<file path="src/rtl/uart_rx_pkg.sv">
package uart_rx_pkg;

   typedef enum logic [2:0] {
      RX_IDLE,
      RX_START,
      RX_DATA,
      RX_PARITY,
      RX_STOP
   } rx_state_t;

   typedef struct packed {
      logic       brk;
      logic       ferr;
      logic       perr;
      logic [7:0] data;
   } rx_char_t;

endpackage

</file>
<file path="src/rtl/uart_rx_deser.sv">
module uart_rx_deser
   import uart_rx_pkg::*;
#(
   parameter int OVS = 16
) (
   input  logic       clk,
   input  logic       rst_n,
   input  logic       rx,
   input  logic       tick,
   input  logic [1:0] wlen,
   input  logic       par_en,
   input  logic       par_even,
   output logic       done,
   output rx_char_t   chr
);

   localparam int CW = $clog2(OVS);
   localparam logic [CW-1:0] HALF = CW'(OVS / 2 - 1);
   localparam logic [CW-1:0] LAST = CW'(OVS - 1);

   rx_state_t     st;
   logic [CW-1:0] cnt;
   logic [2:0]    idx;
   logic [2:0]    last_idx;
   logic [7:0]    sh;
   logic          all_low;
   logic          perr_q;

   assign last_idx = {1'b0, wlen} + 3'd4;

   always_ff @(posedge clk or negedge rst_n) begin
      if (!rst_n) begin
         st      <= RX_IDLE;
         cnt     <= '0;
         idx     <= '0;
         sh      <= '0;
         all_low <= 1'b0;
         perr_q  <= 1'b0;
         done    <= 1'b0;
         chr     <= '0;
      end else begin
         done <= 1'b0;
         if (tick) begin
            unique case (st)
               RX_IDLE: begin
                  if (!rx) begin
                     st  <= RX_START;
                     cnt <= '0;
                  end
               end
               RX_START: begin
                  if (cnt == HALF) begin
                     cnt <= '0;
                     if (!rx) begin
                        st      <= RX_DATA;
                        idx     <= '0;
                        sh      <= '0;
                        all_low <= 1'b1;
                        perr_q  <= 1'b0;
                     end else begin
                        st <= RX_IDLE;
                     end
                  end else begin
                     cnt <= cnt + CW'(1);
                  end
               end
               RX_DATA: begin
                  if (cnt == LAST) begin
                     cnt     <= '0;
                     sh[idx] <= rx;
                     all_low <= all_low & ~rx;
                     if (idx == last_idx) st <= par_en ? RX_PARITY : RX_STOP;
                     else                 idx <= idx + 3'd1;
                  end else begin
                     cnt <= cnt + CW'(1);
                  end
               end
               RX_PARITY: begin
                  if (cnt == LAST) begin
                     cnt     <= '0;
                     perr_q  <= ((^sh) ^ rx) == par_even;
                     all_low <= all_low & ~rx;
                     st      <= RX_STOP;
                  end else begin
                     cnt <= cnt + CW'(1);
                  end
               end
               RX_STOP: begin
                  if (cnt == LAST) begin
                     cnt      <= '0;
                     done     <= 1'b1;
                     chr.data <= sh;
                     chr.perr <= par_en & perr_q;
                     chr.ferr <= ~rx;
                     chr.brk  <= all_low & ~rx;
                     st       <= RX_IDLE;
                  end else begin
                     cnt <= cnt + CW'(1);
                  end
               end
               default: st <= RX_IDLE;
            endcase
         end
      end
   end

endmodule

</file>
<file path="src/rtl/uart_rx_fifo.sv">
module uart_rx_fifo
   import uart_rx_pkg::*;
#(
   parameter int DEPTH = 16
) (
   input  logic                     clk,
   input  logic                     rst_n,
   input  logic                     fifo_en,
   input  logic                     push,
   input  rx_char_t                 din,
   input  logic                     pop_req,
   output rx_char_t                 dout,
   output logic                     ovr_evt,
   output logic [$clog2(DEPTH):0]   fill
);

   localparam int AW   = $clog2(DEPTH);
   localparam int CNTW = AW + 1;
   localparam logic [CNTW-1:0] FULLN = CNTW'(DEPTH);

   rx_char_t      mem [DEPTH];
   logic [AW-1:0] rp, wp;
   logic          cap_full, pop, accept, overwrite;

   assign cap_full  = fifo_en ? (fill == FULLN) : (fill != '0);
   assign pop       = pop_req && (fill != '0);
   assign accept    = push && (!cap_full || pop);
   assign overwrite = push && cap_full && !pop && !fifo_en;
   assign ovr_evt   = push && cap_full && !pop;
   assign dout      = (fill != '0) ? mem[rp] : '0;

   always_ff @(posedge clk or negedge rst_n) begin
      if (!rst_n) begin
         rp   <= '0;
         wp   <= '0;
         fill <= '0;
      end else begin
         if (accept) wp <= wp + AW'(1);
         if (pop)    rp <= rp + AW'(1);
         fill <= fill + CNTW'(accept) - CNTW'(pop);
      end
   end

   always_ff @(posedge clk) begin
      if (accept)         mem[wp] <= din;
      else if (overwrite) mem[rp] <= din;
   end

endmodule

</file>
<file path="src/rtl/uart_rx_lsr.sv">
module uart_rx_lsr (
   input  logic       clk,
   input  logic       rst_n,
   input  logic       head_valid,
   input  logic [2:0] head_flags,
   input  logic       ovr_evt,
   input  logic       rd_status,
   input  logic       tx_hold_empty,
   input  logic       tx_empty,
   input  logic       irq_en,
   output logic [7:0] status,
   output logic       irq
);

   logic [3:0] err;

   always_ff @(posedge clk or negedge rst_n) begin
      if (!rst_n)         err <= '0;
      else if (rd_status) err <= '0;
      else                err <= err | {head_flags & {3{head_valid}}, ovr_evt};
   end

   assign status = {1'b0, tx_empty, tx_hold_empty, err, head_valid};
   assign irq    = irq_en & (|err);

endmodule

</file>
<file path="src/rtl/uart_rx_status.sv">
module uart_rx_status
   import uart_rx_pkg::*;
#(
   parameter int DEPTH = 16,
   parameter int OVS   = 16
) (
   input  logic       clk,
   input  logic       rst_n,
   input  logic       rx_in,
   input  logic       tick_16x,
   input  logic [7:0] line_ctrl,
   input  logic       fifo_en,
   input  logic       rd_data,
   input  logic       rd_status,
   input  logic       irq_en,
   input  logic       tx_hold_empty,
   input  logic       tx_empty,
   output logic [7:0] rx_data,
   output logic [7:0] status,
   output logic       irq
);

   localparam int FW = $clog2(DEPTH) + 1;

   generate
      if (DEPTH < 2 || (DEPTH & (DEPTH - 1)) != 0) begin : g_bad_depth
         $error("DEPTH must be a power of two of at least 2");
      end
      if (OVS < 4 || (OVS & (OVS - 1)) != 0) begin : g_bad_ovs
         $error("OVS must be a power of two of at least 4");
      end
   endgenerate

   logic          done;
   rx_char_t      new_chr, head;
   logic          ovr_evt;
   logic [FW-1:0] fill_level;
   logic          head_valid;
   logic          ctrl_unused;

   assign ctrl_unused = ^{line_ctrl[7:5], line_ctrl[2]};

   uart_rx_deser #(.OVS(OVS)) u_deser (
      .clk      (clk),
      .rst_n    (rst_n),
      .rx       (rx_in),
      .tick     (tick_16x),
      .wlen     (line_ctrl[1:0]),
      .par_en   (line_ctrl[3]),
      .par_even (line_ctrl[4]),
      .done     (done),
      .chr      (new_chr)
   );

   uart_rx_fifo #(.DEPTH(DEPTH)) u_fifo (
      .clk     (clk),
      .rst_n   (rst_n),
      .fifo_en (fifo_en),
      .push    (done),
      .din     (new_chr),
      .pop_req (rd_data),
      .dout    (head),
      .ovr_evt (ovr_evt),
      .fill    (fill_level)
   );

   assign head_valid = (fill_level != '0);
   assign rx_data    = head.data;

   uart_rx_lsr u_lsr (
      .clk           (clk),
      .rst_n         (rst_n),
      .head_valid    (head_valid),
      .head_flags    ({head.brk, head.ferr, head.perr}),
      .ovr_evt       (ovr_evt),
      .rd_status     (rd_status),
      .tx_hold_empty (tx_hold_empty),
      .tx_empty      (tx_empty),
      .irq_en        (irq_en),
      .status        (status),
      .irq           (irq)
   );

endmodule

</file>
<file path="config.mk">
export PLATFORM = sky130hd
export DESIGN_NAME = uart_rx_status
export DESIGN_NICKNAME = d
export VERILOG_FILES = /design/src/rtl/uart_rx_pkg.sv /design/src/rtl/uart_rx_deser.sv /design/src/rtl/uart_rx_fifo.sv /design/src/rtl/uart_rx_lsr.sv /design/src/rtl/uart_rx_status.sv
export SDC_FILE = /design/constraint.sdc
export NUM_CORES = 1
export LEC_CHECK = 0
export CELL_PAD_IN_SITES_DETAIL_PLACEMENT = 0
export CELL_PAD_IN_SITES_GLOBAL_PLACEMENT = 1
export CORE_UTILIZATION = 35
export CTS_CLUSTER_SIZE = 24
export DETAILED_ROUTE_END_ITERATION = 10
export GPL_TIMING_DRIVEN = 0
export PLACE_DENSITY = 0.54
export SLEW_MARGIN = 20
export SYNTH_ARGS = -nofsm -noshare
export SYNTH_HDL_FRONTEND = slang
export SYNTH_SLANG_ARGS = --single-unit
</file>
<file path="constraint.sdc">
create_clock -name clk -period 3.43 [get_ports clk]
set_input_delay 0.686 -clock clk [delete_from_list [all_inputs] [get_ports clk]]
set_output_delay 0.686 -clock clk [all_outputs]
set_load 0.02 [all_outputs]
</file>
### Yosys cells after proc, flatten, opt, wreduce, memory -nomap -nowiden

Memories as Yosys holds them, arrays and structs flattened.
Cells that the tools add are included.

| storage, ports and cells | value |
|---|---|
| memories | 1 |
| word-level logic and storage cells | 125 |
| memory bits (writable) | 176 |
| output and inout port bits | 17 |
| register bits after elaboration | 49 |
| input bits | 18 |

| cells by class | value |
|---|---|
| bitwise logic cells | 7 |
| add/sub/neg operators | 7 |
| multiplexer cells | 47 |
| order comparisons | 2 |
| equality and inequality tests | 18 |
| reduce and logical (&&, ||, !) cells | 28 |

Memories:

| memory | words | width | rd ports | clocked after Yosys merged registers in | write ports | RTL line | source |
|---|---|---|---|---|---|---|---|
| u_fifo.mem | 16 | 11 | 1 | 0 | 1 | uart_rx_fifo.sv:21 | `rx_char_t mem [DEPTH];` |

Operators by type and width:

| cell | count |
|---|---|
| 2-to-1 mux 3 bit | 11 |
| 2-to-1 mux 8 bit | 3 |
| 2-to-1 mux 11 bit | 2 |
| 2-to-1 mux 4 bit | 5 |
| 2-to-1 mux 1 bit | 17 |
| one-hot mux 8 bit (2 select lines) | 1 |
| one-hot mux 3 bit (5 select lines) | 1 |
| AND reduction 5 bit | 3 |
| adder 4 x 1 -> 4 bit (second input constant) | 3 |
| inequality test 2 x 1 -> 1 bit (second input constant) | 6 |
| one-hot mux 4 bit (3 select lines) | 1 |
| OR reduction 11 bit | 1 |
| bitwise mux 8 bit | 1 |
| XOR reduction 8 bit | 1 |
| AND reduction 7 bit | 1 |
| == test 3 x 2 -> 1 bit (second input constant) | 2 |
| logical AND 1 bit | 6 |
| inequality test 2 bit (second input constant) | 3 |
| one-hot mux 3 bit (2 select lines) | 1 |
| AND reduction 3 bit | 2 |
| AND reduction 6 bit | 1 |
| nonzero test 2 bit | 3 |
| adder 5 x 1 -> 5 bit | 1 |
| == test 5 bit (second input constant) | 1 |
| other kinds (27) | 32 |

### Longest topological paths before layout

| logic depth | value |
|---|---|
| depth after elaboration | 10 |
| gate-level depth with buffers | 13 |
| mapped depth without buffers | 12 |

### By module

From an unflattened synthesis, not the netlist that was laid out.

| unflattened totals | value |
|---|---|
| cell total of the unflattened synthesis | 584 |
| area total of the unflattened synthesis | 9806.9 um^2 |

Modules (own cells, without submodules):

| module | cells each | area each (um^2) | sequential area each (um^2) | instances |
|---|---|---|---|---|
| uart_rx_fifo | 384 | 7791.2 | 5610.4 | 1 |
| uart_rx_deser | 179 | 1824.2 | 800.8 | 1 |
| uart_rx_lsr | 18 | 178.9 | 100.1 | 1 |
| uart_rx_status | 3 | 12.5 | 0.0 | 1 |

### Least setup slack after synthesis

No wires, ideal clock.

| path | value |
|---|---|
| path type | register -> register |
| from | register u_fifo.fill[3] |
| to | register u_fifo.fill[4] |
| path buffers | 1 |
| cell stages (with the launch flop) | 14 |
| data required time | 3.307 ns |
| path slack | 0.839 ns |
| setup time | 0.123 ns |
| period minus slack after synthesis | 2.591 ns |
| arrival | 2.468 ns |
| cell sequence | dfrtp_1 -> inv_1 -> ha_1 -> or3b_1 -> a211o_1 -> buf_2 -> nand2_1 -> inv_1 -> ha_1 -> fa_1 -> a21oi_1 -> nor2_1 -> nor2_1 -> xnor2_1 |

| between the ends | value |
|---|---|
| cells in the longest elaborated chain, start to end | 7 |
| elaborated cells on any way between the ends | 9 |
| classes of those cells | add/sub (2); eq/ne (1); mux (1); reduce/logical (5) |

Ends and longest elaborated chain:

| element | RTL line | source |
|---|---|---|
| start: declaration | uart_rx_fifo.sv:14 | `output logic [$clog2(DEPTH):0] fill` |
| start signal: assignment | uart_rx_fifo.sv:40 | `fill <= fill + CNTW'(accept) - CNTW'(pop);` |
| == test 5 bit / nonzero test 5 bit (equally long branches) | uart_rx_fifo.sv:25, uart_rx_fifo.sv:26 |  |
| 2-to-1 mux 1 bit | uart_rx_fifo.sv:25 | `assign cap_full = fifo_en ? (fill == FULLN) : (fill != '0);` |
| logical NOT 1 bit | uart_rx_fifo.sv:27 | `assign accept = push && (!cap_full \|\| pop);` |
| logical OR 1 bit | uart_rx_fifo.sv:27 |  |
| logical AND 1 bit | uart_rx_fifo.sv:27 |  |
| adder 5 x 1 -> 5 bit | uart_rx_fifo.sv:40 |  |
| subtractor 5 x 1 -> 5 bit (*) | uart_rx_fifo.sv:40 |  |

Every way passes the cells marked *; elsewhere a longest branch is shown, timed or not.
A chain may end at the register's enable or synchronous reset.

### Final worst setup path

| path | value |
|---|---|
| from | register u_fifo.rp[0] |
| to | output rx_data[6] |

| between the ends | value |
|---|---|
| cells in the longest elaborated chain, start to end | 2 |

Ends and longest elaborated chain:

| element | RTL line | source |
|---|---|---|
| start: declaration | uart_rx_fifo.sv:22 | `logic [AW-1:0] rp, wp;` |
| start signal: assignment | uart_rx_fifo.sv:39 | `if (pop) rp <= rp + AW'(1);` |
| memory (16 x 11 bit) | n/a |  |
| 2-to-1 mux 11 bit | uart_rx_fifo.sv:30 | `assign dout = (fill != '0) ? mem[rp] : '0;` |
| end: declaration | uart_rx_status.sv:18 | `output logic [7:0] rx_data,` |

Every way passes these cells.

==> reports/qor.csv <==
stage;metric;value;unit
hold_path;hold_class;in2async;
power;p_leak;4.04;nW
sta;relSlewSlack;44.1;%
global_route;track_usage;14.8;%
synthesis;ys.flop_type;edfxtp_1;
clocking;cts_sinks;225;
detailed_routing;vias_per_cell;5.20;
detailed_routing;wl;20200;um
floorplan;start_util;35.6;%
critical_path;max_stage_delay;0.49;ns
synthesis;ys_seq_area_share;68.1;%
placement;dp_slack;-0.101;ns
cells_and_area;drive_above_1_share;26.4;%
floorplan;dieArea;28000;sq um
cells_and_area;layout.nets;642;
sta;maxSlewViolCount;0;
critical_path;cp.required;2.74;ns
synthesis;synthAdderAreaFrac;1.62;%
sta;hold_violations;0;
critical_path;arrival;2.63;ns
sta;fmax;301;MHz
synthesis;synth.area.mux_share;14.9;%
detailed_routing;drc;0;
floorplan;die_w;167;um
critical_path;cp_cell_sequence;buf_6, buf_12, buf_4, mux4_2, mux4_2, and2_1, clkbuf_2;
global_route;overflow;0;
global_route;grt_pass1_vias;5215;
global_route;grt_pass1_wl;31300;um
critical_path;path_max_fanout;10;
clocking;cts_root_buffer;clkbuf_16;
sta;rsz0062_at_grt;no;
placement;gp_congestion;0.776;
sta;finalSetupTns;0;ns
synthesis;synthXorXnorAreaFrac;2.07;%
sta;worst_slew_pin_slew;0.838;ns
run;drv_cap;0;
synthesis;synth_top_family_by_area;multiplexers;
detailed_routing;dr.pass1.iters;4;
floorplan;ios;35;
critical_path;reg2reg_slack;0.39;ns
critical_path;end_kind;primary output;
synthesis;synth_compound_area_share;4.77;%
cells_and_area;final-instance-count-excl-fill;974;
synthesis;syn_nets;582;
clocking;cts_hold_buf;0;
sta;finalSetupViolCount;0;
clocking;h-tree-depth;1;
cells_and_area;diodes;0;
placement;hpwl;13400;um
floorplan;fp.coreArea;26900;sq um
clocking;cts_tree;done;
power;peakVddDrop;0.283;mV
synthesis;synth_area;9560;sq um
detailed_routing;drtAntennaViolNets;0;
critical_path;cpMostUsedCell;mux4_2;
floorplan;fp.dieH;167;um
cells_and_area;area_growth_syn_to_layout;17.3;%
clocking;path_clk_slew;0.06;ns
global_route;grt_max_degree;50;
cells_and_area;n_fill_cell;2438;
synthesis;synth_seq_cells;225;
global_route;grt_antenna_before_repair;0;
critical_path;slowest_stage;mux4_2;
critical_path;cp-start-kind;flip-flop;
synthesis;async_flop_share;21.8;%
sta;finClkSkew;0.00947;ns
synthesis;syn_avg_cell_area;17.3;sq um
placement;placed_cells;921;
sta;period_needed;3.32;ns
synthesis;synth_cell_types;58;
sta;setup_ws;0.110;ns
clocking;clock_latency;0.53;ns
clocking;clk_path_buf_depth;3;
sta;finalCritPeriodShare;96.8;%
power;p_per_area;698;nW/um^2
synthesis;syn_inst;553;
clocking;cts-buffers-inserted;26;
status;status;complete, no violations;
synthesis;synth_edf_count;176;
synthesis;synth-simple-area-share;6.02;%
critical_path;crit_type;reg2out;
sta;holdWs;0.199;ns
detailed_routing;wire_per_inst;20.8;um
placement;io_buffers;26;
floorplan;rows;60;
synthesis;yosysWarnings;0;
detailed_routing;vias;5067;
detailed_routing;drt_iter0_drc;268;
==> worst paths after layout <==
check	start	endpoint	cells past startpoint
max in group asynchronous	rst_n	u_deser.chr[5]$_DFFE_PN0P_	1
worst max-delay path	u_fifo.rp[0]$_DFFE_PN0P_	rx_data[6]	7
worst min register to register	u_deser.perr_q$_DFFE_PN0P_	u_deser.perr_q$_DFFE_PN0P_	2
worst min-delay path	rst_n	u_lsr.err[3]$_DFF_PN0_	1
worst max register to register	u_fifo.fill[3]$_DFF_PN0_	u_fifo.fill[4]$_DFF_PN0_	14
min in group clk	u_deser.perr_q$_DFFE_PN0P_	u_deser.perr_q$_DFFE_PN0P_	2
==> sequential cells by signal, summed over array words and instances, names as in the netlist, 4 cells and up <==
name and count:
u_fifo.mem 176, u_fifo.rp 4, u_deser.sh 8, u_lsr.err 4
u_fifo.fill 5, u_fifo.wp 4, u_deser.cnt 4, u_deser.chr 11
==> worst max-delay path: cells and delay by family (launching register included) <==
kind	cells	cell delay, ns
multiplexers	2	0.95
buffers and inverters	4	0.61
flip-flops	1	0.36
AND/OR/NAND/NOR	1	0.19
==> power breakdown <==
part | leakage, nW | total [mW] | switching (mW) | internal, mW
registers | 2.40 | 3.15 | 0.111 | 3.04
logic | 1.23 | 1.95 | 1.04 | 0.915
clock network | 0.415 | 2.72 | 1.08 | 1.64
total | 4.04 | 7.82 | 2.23 | 5.59
==> cell usage after synthesis (5+ instances only) <==
cell type | number | area, sq um
mux4_2 | 52 | 1170
o21ai_0 | 20 | 100
inv_1 | 15 | 56.3
xnor2_1 | 15 | 131
nand3_1 | 8 | 40.0
dfrtp_1 | 49 | 1230
mux2_2 | 15 | 169
ha_1 | 10 | 125
xor2_1 | 5 | 43.8
clkbuf_1 | 15 | 56.3
a31oi_1 | 11 | 68.8
nor2_1 | 30 | 113
buf_2 | 7 | 35.0
edfxtp_1 | 176 | 5290
mux2i_1 | 8 | 80.1
buf_4 | 5 | 37.5
nand2_1 | 17 | 63.8
and2_1 | 10 | 62.6
nor2b_1 | 9 | 56.3
==> cell usage in the layout (no fill, tap or decap), types with 9 or more instances in the layout <==
cell type | netlist | layout
and2_1 | 10 | 10
ha_1 | 10 | 10
xnor2_1 | 15 | 15
edfxtp_1 | 176 | 176
nor2b_1 | 9 | 9
mux4_2 | 52 | 52
nand2_1 | 17 | 17
mux2_2 | 15 | 15
dfrtp_1 | 49 | 49
inv_1 | 15 | 14
clkbuf_1 | 15 | 15
clkbuf_2 | 0 | 9
a31oi_1 | 11 | 11
nor2_2 | 0 | 15
clkbuf_16 | 0 | 27
clkdlybuf4s50_1 | 0 | 17
buf_4 | 5 | 14
nor2_1 | 30 | 15
o21ai_0 | 20 | 20
==> timing repair <==
action | 4_1_cts | 5_1_grt
gates resized for setup | 30 | 13
endpoints found under the hold margin | 0 | 0
buffers inserted | 0 | 4
gates cloned | 0 | 1
endpoints found under the setup margin | 9 | 9
==> layout make-up <==
class	count	area, sq um	area share, %
Sequential cell	225	6510	58.1
Tap cell	341	427	3.80
Inverter	15	56.3	0.502
Buffer	33	235	2.10
Clock inverter	19	186	1.66
Clock buffer	29	672	5.99
Multi-Input combinational cell	280	2850	25.4
Timing Repair Buffer	32	280	2.50
==> through the flow <==
stage                     total power, mW  utilization, %  instance area (sq um)
final                                7.82            41.7                  11200
after global routing                 8.22            41.7                  11200
after CTS                            7.86            41.6                  11200
after detailed placement             5.07            38.3                  10300
after global placement               5.03            38.1                  10200
after floorplan                      4.53               -                   9560
==> per-layer routing <==
layer	track usage [%]	routed length, um
met3	2.20	621
met2	24.3	9670
met4	3.83	309
met5	0	0
met1	20.6	9640
==> kinds of logic (layout without fill, tap and decap cells) <==
kind of cell | count (synthesis) | in the layout
fa+ha+maj | 12 | 12
compound gates | 67 | 67
simple gates | 104 | 104
mux | 75 | 75
xor+xnor | 21 | 21
buf+inv | 48 | 128
other cells | 1 | 1
flops | 225 | 225
Note: power is estimated with default switching activity, not from simulation.
